**config.mk**
```make
export PLATFORM = sky130hd
export DESIGN_NAME = byte_uart
export DESIGN_NICKNAME = d
export VERILOG_FILES = /design/src/rtl/byte_uart_pkg.sv /design/src/rtl/byte_uart_baud.sv /design/src/rtl/byte_uart_tx.sv /design/src/rtl/byte_uart_rx.sv /design/src/rtl/byte_uart_fifo.sv /design/src/rtl/byte_uart.sv
export SDC_FILE = /design/constraint.sdc
export NUM_CORES = 1
export LEC_CHECK = 0
export ABC_AREA = 1
export BUFFER_PORTS_ARGS = -buffer_cell sky130_fd_sc_hd__buf_2
export CORE_MARGIN = 2
export CORE_UTILIZATION = 41
export DETAILED_ROUTE_END_ITERATION = 16
export HOLD_SLACK_MARGIN = 0.06
export PLACE_DENSITY = 0.61
export SLEW_MARGIN = 0
export SYNTH_ARGS = -nofsm -noshare
export SYNTH_HDL_FRONTEND = slang
export SYNTH_SLANG_ARGS = --single-unit
```
**constraint.sdc**
```tcl
create_clock -name clk -period 2.4 [get_ports clk]
set_input_delay 0.24 -clock clk [delete_from_list [all_inputs] [get_ports clk]]
set_output_delay 0.24 -clock clk [all_outputs]
set_load 0.05 [all_outputs]
```
**src/rtl/byte_uart_pkg.sv**
```systemverilog
package byte_uart_pkg;
   localparam int OFF_ID0   = 0;
   localparam int OFF_ID1   = 4;
   localparam int OFF_ID2   = 8;
   localparam int OFF_ID3   = 12;
   localparam int OFF_DATA  = 16;
   localparam int OFF_STAT  = 20;
   localparam int OFF_DIVLO = 24;
   localparam int OFF_DIVHI = 28;

   localparam int ST_FERR  = 0;
   localparam int ST_OERR  = 1;
   localparam int ST_RXIE  = 2;
   localparam int ST_FULL  = 3;
   localparam int ST_ONE   = 4;
   localparam int ST_EMPTY = 5;
   localparam int ST_TXIE  = 6;
   localparam int ST_TXE   = 7;

   typedef enum logic [1:0] {RX_IDLE, RX_START, RX_DATA, RX_STOP} rx_state_t;
endpackage

```
**src/rtl/byte_uart_baud.sv**
```systemverilog
module byte_uart_baud #(
   parameter int DIV_W = 16
) (
   input  logic             clk,
   input  logic             rst_n,
   input  logic [DIV_W-1:0] div,
   output logic             tick
);
   logic [DIV_W-1:0] cnt;

   assign tick = (cnt >= div);

   always_ff @(posedge clk or negedge rst_n) begin
      if (!rst_n)    cnt <= '0;
      else if (tick) cnt <= '0;
      else           cnt <= cnt + 1'b1;
   end

   assert_tick_restart_R3: assert property (@(posedge clk) disable iff (!rst_n)
      tick |=> (cnt == '0));
endmodule

```
**src/rtl/byte_uart_tx.sv**
```systemverilog
module byte_uart_tx #(
   parameter int DATA_W = 8
) (
   input  logic              clk,
   input  logic              rst_n,
   input  logic              tick,
   input  logic              load,
   input  logic [DATA_W-1:0] data,
   output logic              txd,
   output logic              busy
);
   localparam int FRAME_W = DATA_W + 2;
   localparam int IDX_W   = $clog2(FRAME_W);

   logic [FRAME_W-1:0] shreg;
   logic [IDX_W-1:0]   idx;
   logic [1:0]         sub;

   assign txd = shreg[0];

   always_ff @(posedge clk or negedge rst_n) begin
      if (!rst_n) begin
         shreg <= '1;
         idx   <= '0;
         sub   <= '0;
         busy  <= 1'b0;
      end else if (load && !busy) begin
         shreg <= {1'b1, data, 1'b0};
         idx   <= '0;
         sub   <= '0;
         busy  <= 1'b1;
      end else if (busy && tick) begin
         if (sub == 2'd3) begin
            sub <= '0;
            if (idx == IDX_W'(FRAME_W - 1)) begin
               busy <= 1'b0;
            end else begin
               idx   <= idx + 1'b1;
               shreg <= {1'b1, shreg[FRAME_W-1:1]};
            end
         end else begin
            sub <= sub + 1'b1;
         end
      end
   end

   assert_tx_start_R4: assert property (@(posedge clk) disable iff (!rst_n)
      (load && !busy) |=> (busy && !txd));
   assert_tx_ignore_R5: assert property (@(posedge clk) disable iff (!rst_n)
      (load && busy && !tick) |=> $stable(shreg));
   assert_tx_idle_high_R1: assert property (@(posedge clk) disable iff (!rst_n)
      $fell(busy) |-> txd);
endmodule

```
**src/rtl/byte_uart_rx.sv**
```systemverilog
module byte_uart_rx #(
   parameter int DATA_W      = 8,
   parameter int SYNC_STAGES = 2
) (
   input  logic              clk,
   input  logic              rst_n,
   input  logic              tick,
   input  logic              rxd,
   output logic              done,
   output logic              stop_ok,
   output logic [DATA_W-1:0] data
);
   import byte_uart_pkg::*;

   localparam int BIT_W = $clog2(DATA_W);

   generate
      if (SYNC_STAGES < 2) begin : g_bad_sync
         $error("byte_uart_rx: SYNC_STAGES must be at least 2");
      end
   endgenerate

   logic [SYNC_STAGES-1:0] sync;
   logic                   line, line_prev;
   rx_state_t              st;
   logic [1:0]             cnt;
   logic [BIT_W-1:0]       nbit;

   assign line = sync[SYNC_STAGES-1];

   always_ff @(posedge clk or negedge rst_n) begin
      if (!rst_n) sync <= '1;
      else        sync <= {sync[SYNC_STAGES-2:0], rxd};
   end

   always_ff @(posedge clk or negedge rst_n) begin
      if (!rst_n) begin
         st        <= RX_IDLE;
         cnt       <= '0;
         nbit      <= '0;
         data      <= '0;
         done      <= 1'b0;
         stop_ok   <= 1'b1;
         line_prev <= 1'b1;
      end else begin
         done <= 1'b0;
         if (tick) begin
            line_prev <= line;
            case (st)
               RX_IDLE: if (line_prev && !line) begin
                  st  <= RX_START;
                  cnt <= '0;
               end
               RX_START: if (cnt == 2'd1) begin
                  cnt  <= '0;
                  nbit <= '0;
                  st   <= line ? RX_IDLE : RX_DATA;
               end else begin
                  cnt <= cnt + 1'b1;
               end
               RX_DATA: if (cnt == 2'd3) begin
                  cnt  <= '0;
                  data <= {line, data[DATA_W-1:1]};
                  if (nbit == BIT_W'(DATA_W - 1)) st <= RX_STOP;
                  else                            nbit <= nbit + 1'b1;
               end else begin
                  cnt <= cnt + 1'b1;
               end
               default: if (cnt == 2'd3) begin
                  cnt     <= '0;
                  done    <= 1'b1;
                  stop_ok <= line;
                  st      <= RX_IDLE;
               end else begin
                  cnt <= cnt + 1'b1;
               end
            endcase
         end
      end
   end

   assert_rx_done_pulse_R6: assert property (@(posedge clk) disable iff (!rst_n)
      done |=> !done);
   assert_rx_from_stop_R6: assert property (@(posedge clk) disable iff (!rst_n)
      $rose(done) |-> (st == RX_IDLE && $past(st) == RX_STOP));
   assert_rx_glitch_R13: assert property (@(posedge clk) disable iff (!rst_n)
      (st == RX_START && tick && cnt == 2'd1 && line) |=> (st == RX_IDLE && !done));
endmodule

```
**src/rtl/byte_uart_fifo.sv**
```systemverilog
module byte_uart_fifo #(
   parameter int DEPTH  = 4,
   parameter int DATA_W = 8
) (
   input  logic              clk,
   input  logic              rst_n,
   input  logic              push,
   input  logic [DATA_W-1:0] din,
   input  logic              pop,
   output logic [DATA_W-1:0] dout,
   output logic              full,
   output logic              one_left,
   output logic              empty
);
   localparam int PTR_W = $clog2(DEPTH);

   generate
      if (DEPTH < 2 || (DEPTH & (DEPTH - 1)) != 0) begin : g_bad_depth
         $error("byte_uart_fifo: DEPTH must be a power of two, at least 2");
      end
   endgenerate

   logic [DATA_W-1:0] mem [DEPTH];
   logic [PTR_W:0]    wptr, rptr, count;
   logic [DATA_W-1:0] last;
   logic              do_push, do_pop;

   assign count    = wptr - rptr;
   assign empty    = (count == '0);
   assign full     = (count == (PTR_W+1)'(DEPTH));
   assign one_left = (count == (PTR_W+1)'(DEPTH - 1));
   assign do_push  = push && !full;
   assign do_pop   = pop && !empty;
   assign dout     = empty ? last : mem[rptr[PTR_W-1:0]];

   always_ff @(posedge clk) begin
      if (do_push) mem[wptr[PTR_W-1:0]] <= din;
   end

   always_ff @(posedge clk or negedge rst_n) begin
      if (!rst_n) begin
         wptr <= '0;
         rptr <= '0;
         last <= '0;
      end else begin
         if (do_push) wptr <= wptr + 1'b1;
         if (do_pop) begin
            rptr <= rptr + 1'b1;
            last <= mem[rptr[PTR_W-1:0]];
         end
      end
   end

   assert_no_overflow_R8: assert property (@(posedge clk) disable iff (!rst_n)
      (push && full && !pop) |=> (full && $stable(wptr)));
   assert_empty_pop_R12: assert property (@(posedge clk) disable iff (!rst_n)
      (pop && empty && !push) |=> (empty && $stable(rptr) && $stable(dout)));
   assert_depth_bound_R7: assert property (@(posedge clk) disable iff (!rst_n)
      count <= (PTR_W+1)'(DEPTH));
endmodule

```
**src/rtl/byte_uart.sv**
```systemverilog
module byte_uart #(
   parameter int          ADDR_W      = 5,
   parameter int          DIV_W       = 16,
   parameter int          RX_DEPTH    = 4,
   parameter int          SYNC_STAGES = 2,
   parameter logic [31:0] ID_VALUE    = 32'h5A01C37E,
   parameter logic [15:0] DIV_RESET   = 16'd1
) (
   input  logic              clk,
   input  logic              rst_n,
   input  logic [ADDR_W-1:0] reg_addr,
   input  logic              reg_wr_en,
   input  logic [7:0]        reg_wdata,
   input  logic              reg_rd_en,
   output logic [7:0]        reg_rdata,
   input  logic              ser_rx,
   output logic              ser_tx,
   output logic              irq
);
   import byte_uart_pkg::*;

   localparam int DATA_W = 8;

   generate
      if (DIV_W != 16) begin : g_bad_div
         $error("byte_uart: divisor must span exactly two byte registers");
      end
      if (ADDR_W < 5) begin : g_bad_addr
         $error("byte_uart: ADDR_W too small for the register map");
      end
   endgenerate

   logic [DIV_W-1:0]  div;
   logic              tick, tx_busy, tx_load;
   logic              rx_done, rx_stop_ok;
   logic [DATA_W-1:0] rx_char, fifo_dout;
   logic              f_full, f_one, f_empty, f_pop;
   logic              rx_ie, tx_ie, ferr, oerr;
   logic              wr_stat, wr_data;
   logic [7:0]        status;

   assign wr_stat = reg_wr_en && (reg_addr == ADDR_W'(OFF_STAT));
   assign wr_data = reg_wr_en && (reg_addr == ADDR_W'(OFF_DATA));
   assign tx_load = wr_data && !tx_busy;
   assign f_pop   = reg_rd_en && (reg_addr == ADDR_W'(OFF_DATA));

   byte_uart_baud #(.DIV_W(DIV_W)) u_baud (
      .clk(clk), .rst_n(rst_n), .div(div), .tick(tick));

   byte_uart_tx #(.DATA_W(DATA_W)) u_tx (
      .clk(clk), .rst_n(rst_n), .tick(tick), .load(tx_load),
      .data(reg_wdata), .txd(ser_tx), .busy(tx_busy));

   byte_uart_rx #(.DATA_W(DATA_W), .SYNC_STAGES(SYNC_STAGES)) u_rx (
      .clk(clk), .rst_n(rst_n), .tick(tick), .rxd(ser_rx),
      .done(rx_done), .stop_ok(rx_stop_ok), .data(rx_char));

   byte_uart_fifo #(.DEPTH(RX_DEPTH), .DATA_W(DATA_W)) u_fifo (
      .clk(clk), .rst_n(rst_n), .push(rx_done), .din(rx_char),
      .pop(f_pop), .dout(fifo_dout), .full(f_full), .one_left(f_one),
      .empty(f_empty));

   always_ff @(posedge clk or negedge rst_n) begin
      if (!rst_n) begin
         div   <= DIV_RESET;
         rx_ie <= 1'b0;
         tx_ie <= 1'b0;
         ferr  <= 1'b0;
         oerr  <= 1'b0;
      end else begin
         if (reg_wr_en && reg_addr == ADDR_W'(OFF_DIVLO)) div[7:0]  <= reg_wdata;
         if (reg_wr_en && reg_addr == ADDR_W'(OFF_DIVHI)) div[15:8] <= reg_wdata;
         if (wr_stat) begin
            rx_ie <= reg_wdata[ST_RXIE];
            tx_ie <= reg_wdata[ST_TXIE];
         end
         ferr <= (ferr && !(wr_stat && !reg_wdata[ST_FERR])) || (rx_done && !rx_stop_ok);
         oerr <= (oerr && !(wr_stat && !reg_wdata[ST_OERR])) || (rx_done && f_full);
      end
   end

   always_comb begin
      status           = '0;
      status[ST_FERR]  = ferr;
      status[ST_OERR]  = oerr;
      status[ST_RXIE]  = rx_ie;
      status[ST_FULL]  = f_full;
      status[ST_ONE]   = f_one;
      status[ST_EMPTY] = f_empty;
      status[ST_TXIE]  = tx_ie;
      status[ST_TXE]   = !tx_busy;
   end

   always_comb begin
      case (reg_addr)
         ADDR_W'(OFF_ID0):   reg_rdata = ID_VALUE[7:0];
         ADDR_W'(OFF_ID1):   reg_rdata = ID_VALUE[15:8];
         ADDR_W'(OFF_ID2):   reg_rdata = ID_VALUE[23:16];
         ADDR_W'(OFF_ID3):   reg_rdata = ID_VALUE[31:24];
         ADDR_W'(OFF_DATA):  reg_rdata = fifo_dout;
         ADDR_W'(OFF_STAT):  reg_rdata = status;
         ADDR_W'(OFF_DIVLO): reg_rdata = div[7:0];
         ADDR_W'(OFF_DIVHI): reg_rdata = div[15:8];
         default:            reg_rdata = '0;
      endcase
   end

   assign irq = (rx_ie && (!f_empty || ferr || oerr)) || (tx_ie && !tx_busy);

   assert_ferr_sticky_R10: assert property (@(posedge clk) disable iff (!rst_n)
      (ferr && !wr_stat) |=> ferr);
   assert_oerr_sticky_R10: assert property (@(posedge clk) disable iff (!rst_n)
      (oerr && !(wr_stat && !reg_wdata[ST_OERR])) |=> oerr);
   assert_overrun_set_R8: assert property (@(posedge clk) disable iff (!rst_n)
      (rx_done && f_full) |=> oerr);
   assert_irq_tx_R11: assert property (@(posedge clk) disable iff (!rst_n)
      (wr_stat && reg_wdata[ST_TXIE] && !tx_busy && !tx_load) |=> irq);
   assert_no_rw_overlap: assert property (@(posedge clk) disable iff (!rst_n)
      !(reg_wr_en && reg_rd_en));
endmodule

```
==> flow_metrics.tcl <==
set metrics [dict create \
    outcome "finished with violations" \
    violations "negative setup slack" \
    die_w_um 127 \
    slew_viol_final 0 \
    final_cell_mix "138 x nand2_1, 96 x inv_1, 71 x dfrtp_1" \
    power_w 0.00758 \
    cts.sinks 118 \
    drive_gt1_frac 0.197 \
    hold_start "reg_wdata[0]" \
    finalWirelength_um 14200 \
    muxShareOfSynthArea 0 \
    worst_pin_slew_ns 0.561 \
    crit_path_frequent_cell "inv_2" \
    overflow 0 \
    synth_fp_nets 737 \
    via_per_inst 5.16 \
    fp-row-count 44 \
    rsz0062_at_grt "true" \
    cts_tree "done" \
    fin_cells 938 \
    synth-xor-area-share 0.0170 \
    wl_per_cell_um 15.1 \
    crit_buf_inv 4 \
    leakage_nw 3.44 \
    crit_path_max_incr_delay_ns 0.42 \
    period_share 1.14 \
    cp_max_fo 5 \
    synth_edf_count 32 \
    finClkSkew_ns 0.0119 \
    dieArea_um2 16100 \
    num_vias 4836 \
    clk_latency_ns 0.42 \
    grt_usage 0.185 \
    hp-class "input pin to register" \
    path_cells "inv_2 -> ha_4 -> inv_2 -> fa_2 -> nand2_2 -> nand2_8 -> inv_4 -> nand2_4 -> o31ai_1 -> o21ai_1 -> buf_6" \
    htree_levels 4 \
    core-area_um2 14600 \
    cts_made_buffers 17 \
    synth-simple-area-share 0.212 \
    synth_compound_area_frac 0.111 \
    worst-r2r-cell-count 11 \
    cap_violations 0 \
    io_pins 28 \
    relSlewSlack 0.626 \
    clockBufferDepth 2 \
    hold_viol 0 \
    grt_pass1_wl_um 23400 \
    r2r-start "u_fifo.wptr[0]" \
    hold_ws_ns 0.100 \
    grt_pass1_vias 4739 \
    portBuffers 27 \
    syn_to_final_growth_pct 18.0 \
    synth_top_family_by_area "simple AND/OR/NAND/NOR gates" \
    synth_fa_ha_area_frac 0.0680 \
    drt_pass1_iterations 5 \
    cts_root_buffer "clkbuf_16" \
    crit_type "register to output port" \
    antenna_left 0 \
    clkTransAtPathRegs_ns 0.05 \
    synth_ff_type "dfrtp_1" \
    slowest_stage "fa_2" \
    cp-end-kind "output port" \
    routabilityCongestion 0.847 \
    crit_family "adder cells" \
    antenna_found_initial 2 \
    min_to "ferr" \
    seq_area_frac_synth 0.506 \
    min_period_ns 2.73 \
    synth_seq_cells 118 \
    yosysWarnings 0 \
    fin_ws_ns -0.330 \
    crit_required_ns 2.16 \
    die_h_um 127 \
    startpoint_type "register" \
    syn_area_per_cell_um2 9.01 \
    async_flop_share 0.729 \
    r2r_end "u_fifo.mem[3][2]" \
    peakVddDrop_mv 0.506 \
    syn_area_um2 6180 \
    layout_commonest_cell "nand2_1" \
    place_inst 892 \
    drt_iter0_markers 368 \
    crit_arrival_ns 2.49 \
    syn_inst 686 \
    hold_depth 3 \
    stdcell_area_um2 7300 \
    start_util 0.422 \
    synth_cell_types 43 \
    placement.cell_area_um2 6520 \
    finalSetupViolCount 9 \
    power_density_nw_per_um2 1040 \
    grt_max_degree 49 \
    r2r_slack_ns 0.06 \
    dp_hpwl_um 9720 \
    drc 0 \
    fmax_mhz 366 \
    finalNetCount 791 \
]
## cells by family (layout without fill, tap and decap cells)
kind of cell,Yosys count,after routing
simple gates,273,275
compound gates,127,127
buf+inv,123,188
flops,118,118
fa+ha+maj,33,33
xor+xnor,12,12
other cells,0,1
## stage by stage
step	setup slack (ns)	utilization	TNS, ns
floorplan	0.00672	-	0
global placement	0.152	0.445	0
detailed placement	0.0702	0.445	0
CTS	-0.157	0.495	-1.04
global route	-0.427	0.498	-4.10
finish	-0.330	0.498	-2.54
## timing repair
item,in CTS,in global routing
setup endpoints to repair,9,10
setup buffers,7,2
cloned,2,0
endpoints found under the hold margin,38,0
pin swaps,4,4
hold buffers,2,0
resized for setup,30,8
## state kept, by name, summed over array words and instances (netlist names), 2 cells and up
signal	count
u_fifo.rptr	3
u_rx.nbit	3
u_fifo.last	8
u_tx.idx	4
u_rx.data	8
u_fifo.mem	32
div	16
u_baud.cnt	16
u_fifo.wptr	3
u_tx.shreg	9
u_tx.sub	2
u_rx.st	2
u_rx.cnt	2
u_rx.sync	2
## worst reg2reg max path, delay by kind of cell, from the launching register on
family	cells	cell delay [ns]
flip-flops	1	0.40
buffers and inverters	4	0.48
adder cells (fa/ha/maj)	2	0.56
AND/OR/NAND/NOR	5	0.61
## where the power goes
| part | switching [W] | internal [W] | leakage, nW |
|---|---|---|---|
| sequential | 0.000348 | 0.00246 | 1.40 |
| combinational | 0.00148 | 0.000988 | 1.78 |
| clock | 0.000959 | 0.00135 | 0.255 |
| total | 0.00278 | 0.00480 | 3.44 |
## final cells by class
class | instances | area [um^2]
clock inverter | 14 | 100
timing repair buffer | 49 | 394
clock buffer | 18 | 439
sequential | 118 | 3130
multi-input combinational | 447 | 2590
antenna | 1 | 2.50
tap | 184 | 230
fill | 1316 | 7350
inverter | 107 | 407
## worst max-delay path by stage
stage | start | end | depth (start not counted) | slack [ns]
2_1_floorplan | u_fifo.wptr[0] | reg_rdata[5] | 9 | 0.007
3_3_place_gp | u_fifo.rptr[1] | reg_rdata[5] | 8 | 0.15
3_5_place_dp | u_fifo.wptr[0] | reg_rdata[0] | 11 | 0.07
4_1_cts | u_fifo.wptr[0] | irq | 11 | -0.16
5_1_grt | u_fifo.wptr[0] | reg_rdata[5] | 11 | -0.43
6_report | u_fifo.wptr[0] | irq | 11 | -0.33
## synth_stat cells (2+ instances only)
| cell type | n | area (um^2) |
|---|---|---|
| nand2_1 | 140 | 526 |
| inv_1 | 100 | 375 |
| dfrtp_1 | 72 | 1800 |
| o21ai_0 | 62 | 310 |
| nor2_1 | 49 | 184 |
| a21oi_1 | 33 | 165 |
| edfxtp_1 | 32 | 961 |
| ha_1 | 32 | 400 |
| nand3_1 | 27 | 135 |
| dfstp_2 | 14 | 368 |
| nand4_1 | 10 | 62.6 |
| o21ai_1 | 10 | 50.1 |
| buf_2 | 7 | 35.0 |
| o22ai_1 | 7 | 43.8 |
| inv_2 | 6 | 22.5 |
| nand3_2 | 6 | 60.1 |
| or2_2 | 6 | 37.5 |
| xnor2_1 | 6 | 52.6 |
| xor2_1 | 6 | 52.6 |
| buf_6 | 5 | 56.3 |
| nand2_4 | 5 | 56.3 |
| nor2_2 | 5 | 31.3 |
| nor3_1 | 5 | 25.0 |
| nor3b_1 | 5 | 37.5 |
| o211ai_1 | 5 | 37.5 |
| nand2_2 | 4 | 25.0 |
| nor2_4 | 4 | 45.0 |
| nor3_2 | 3 | 30.0 |
| o21a_1 | 3 | 22.5 |
| a32oi_1 | 2 | 17.5 |
| clkbuf_1 | 2 | 7.51 |
| nand3_4 | 2 | 35.0 |
## routing by layer
metal  up-vias  track usage  routed length, um
met1      2282        0.242               6460
met5         -            0                  7
met4         2       0.0827                402
met2       142        0.282               6540
met3        34       0.0582                766
li1       2376            -                  -
No activity file was read; power rests on OpenSTA's default activity.
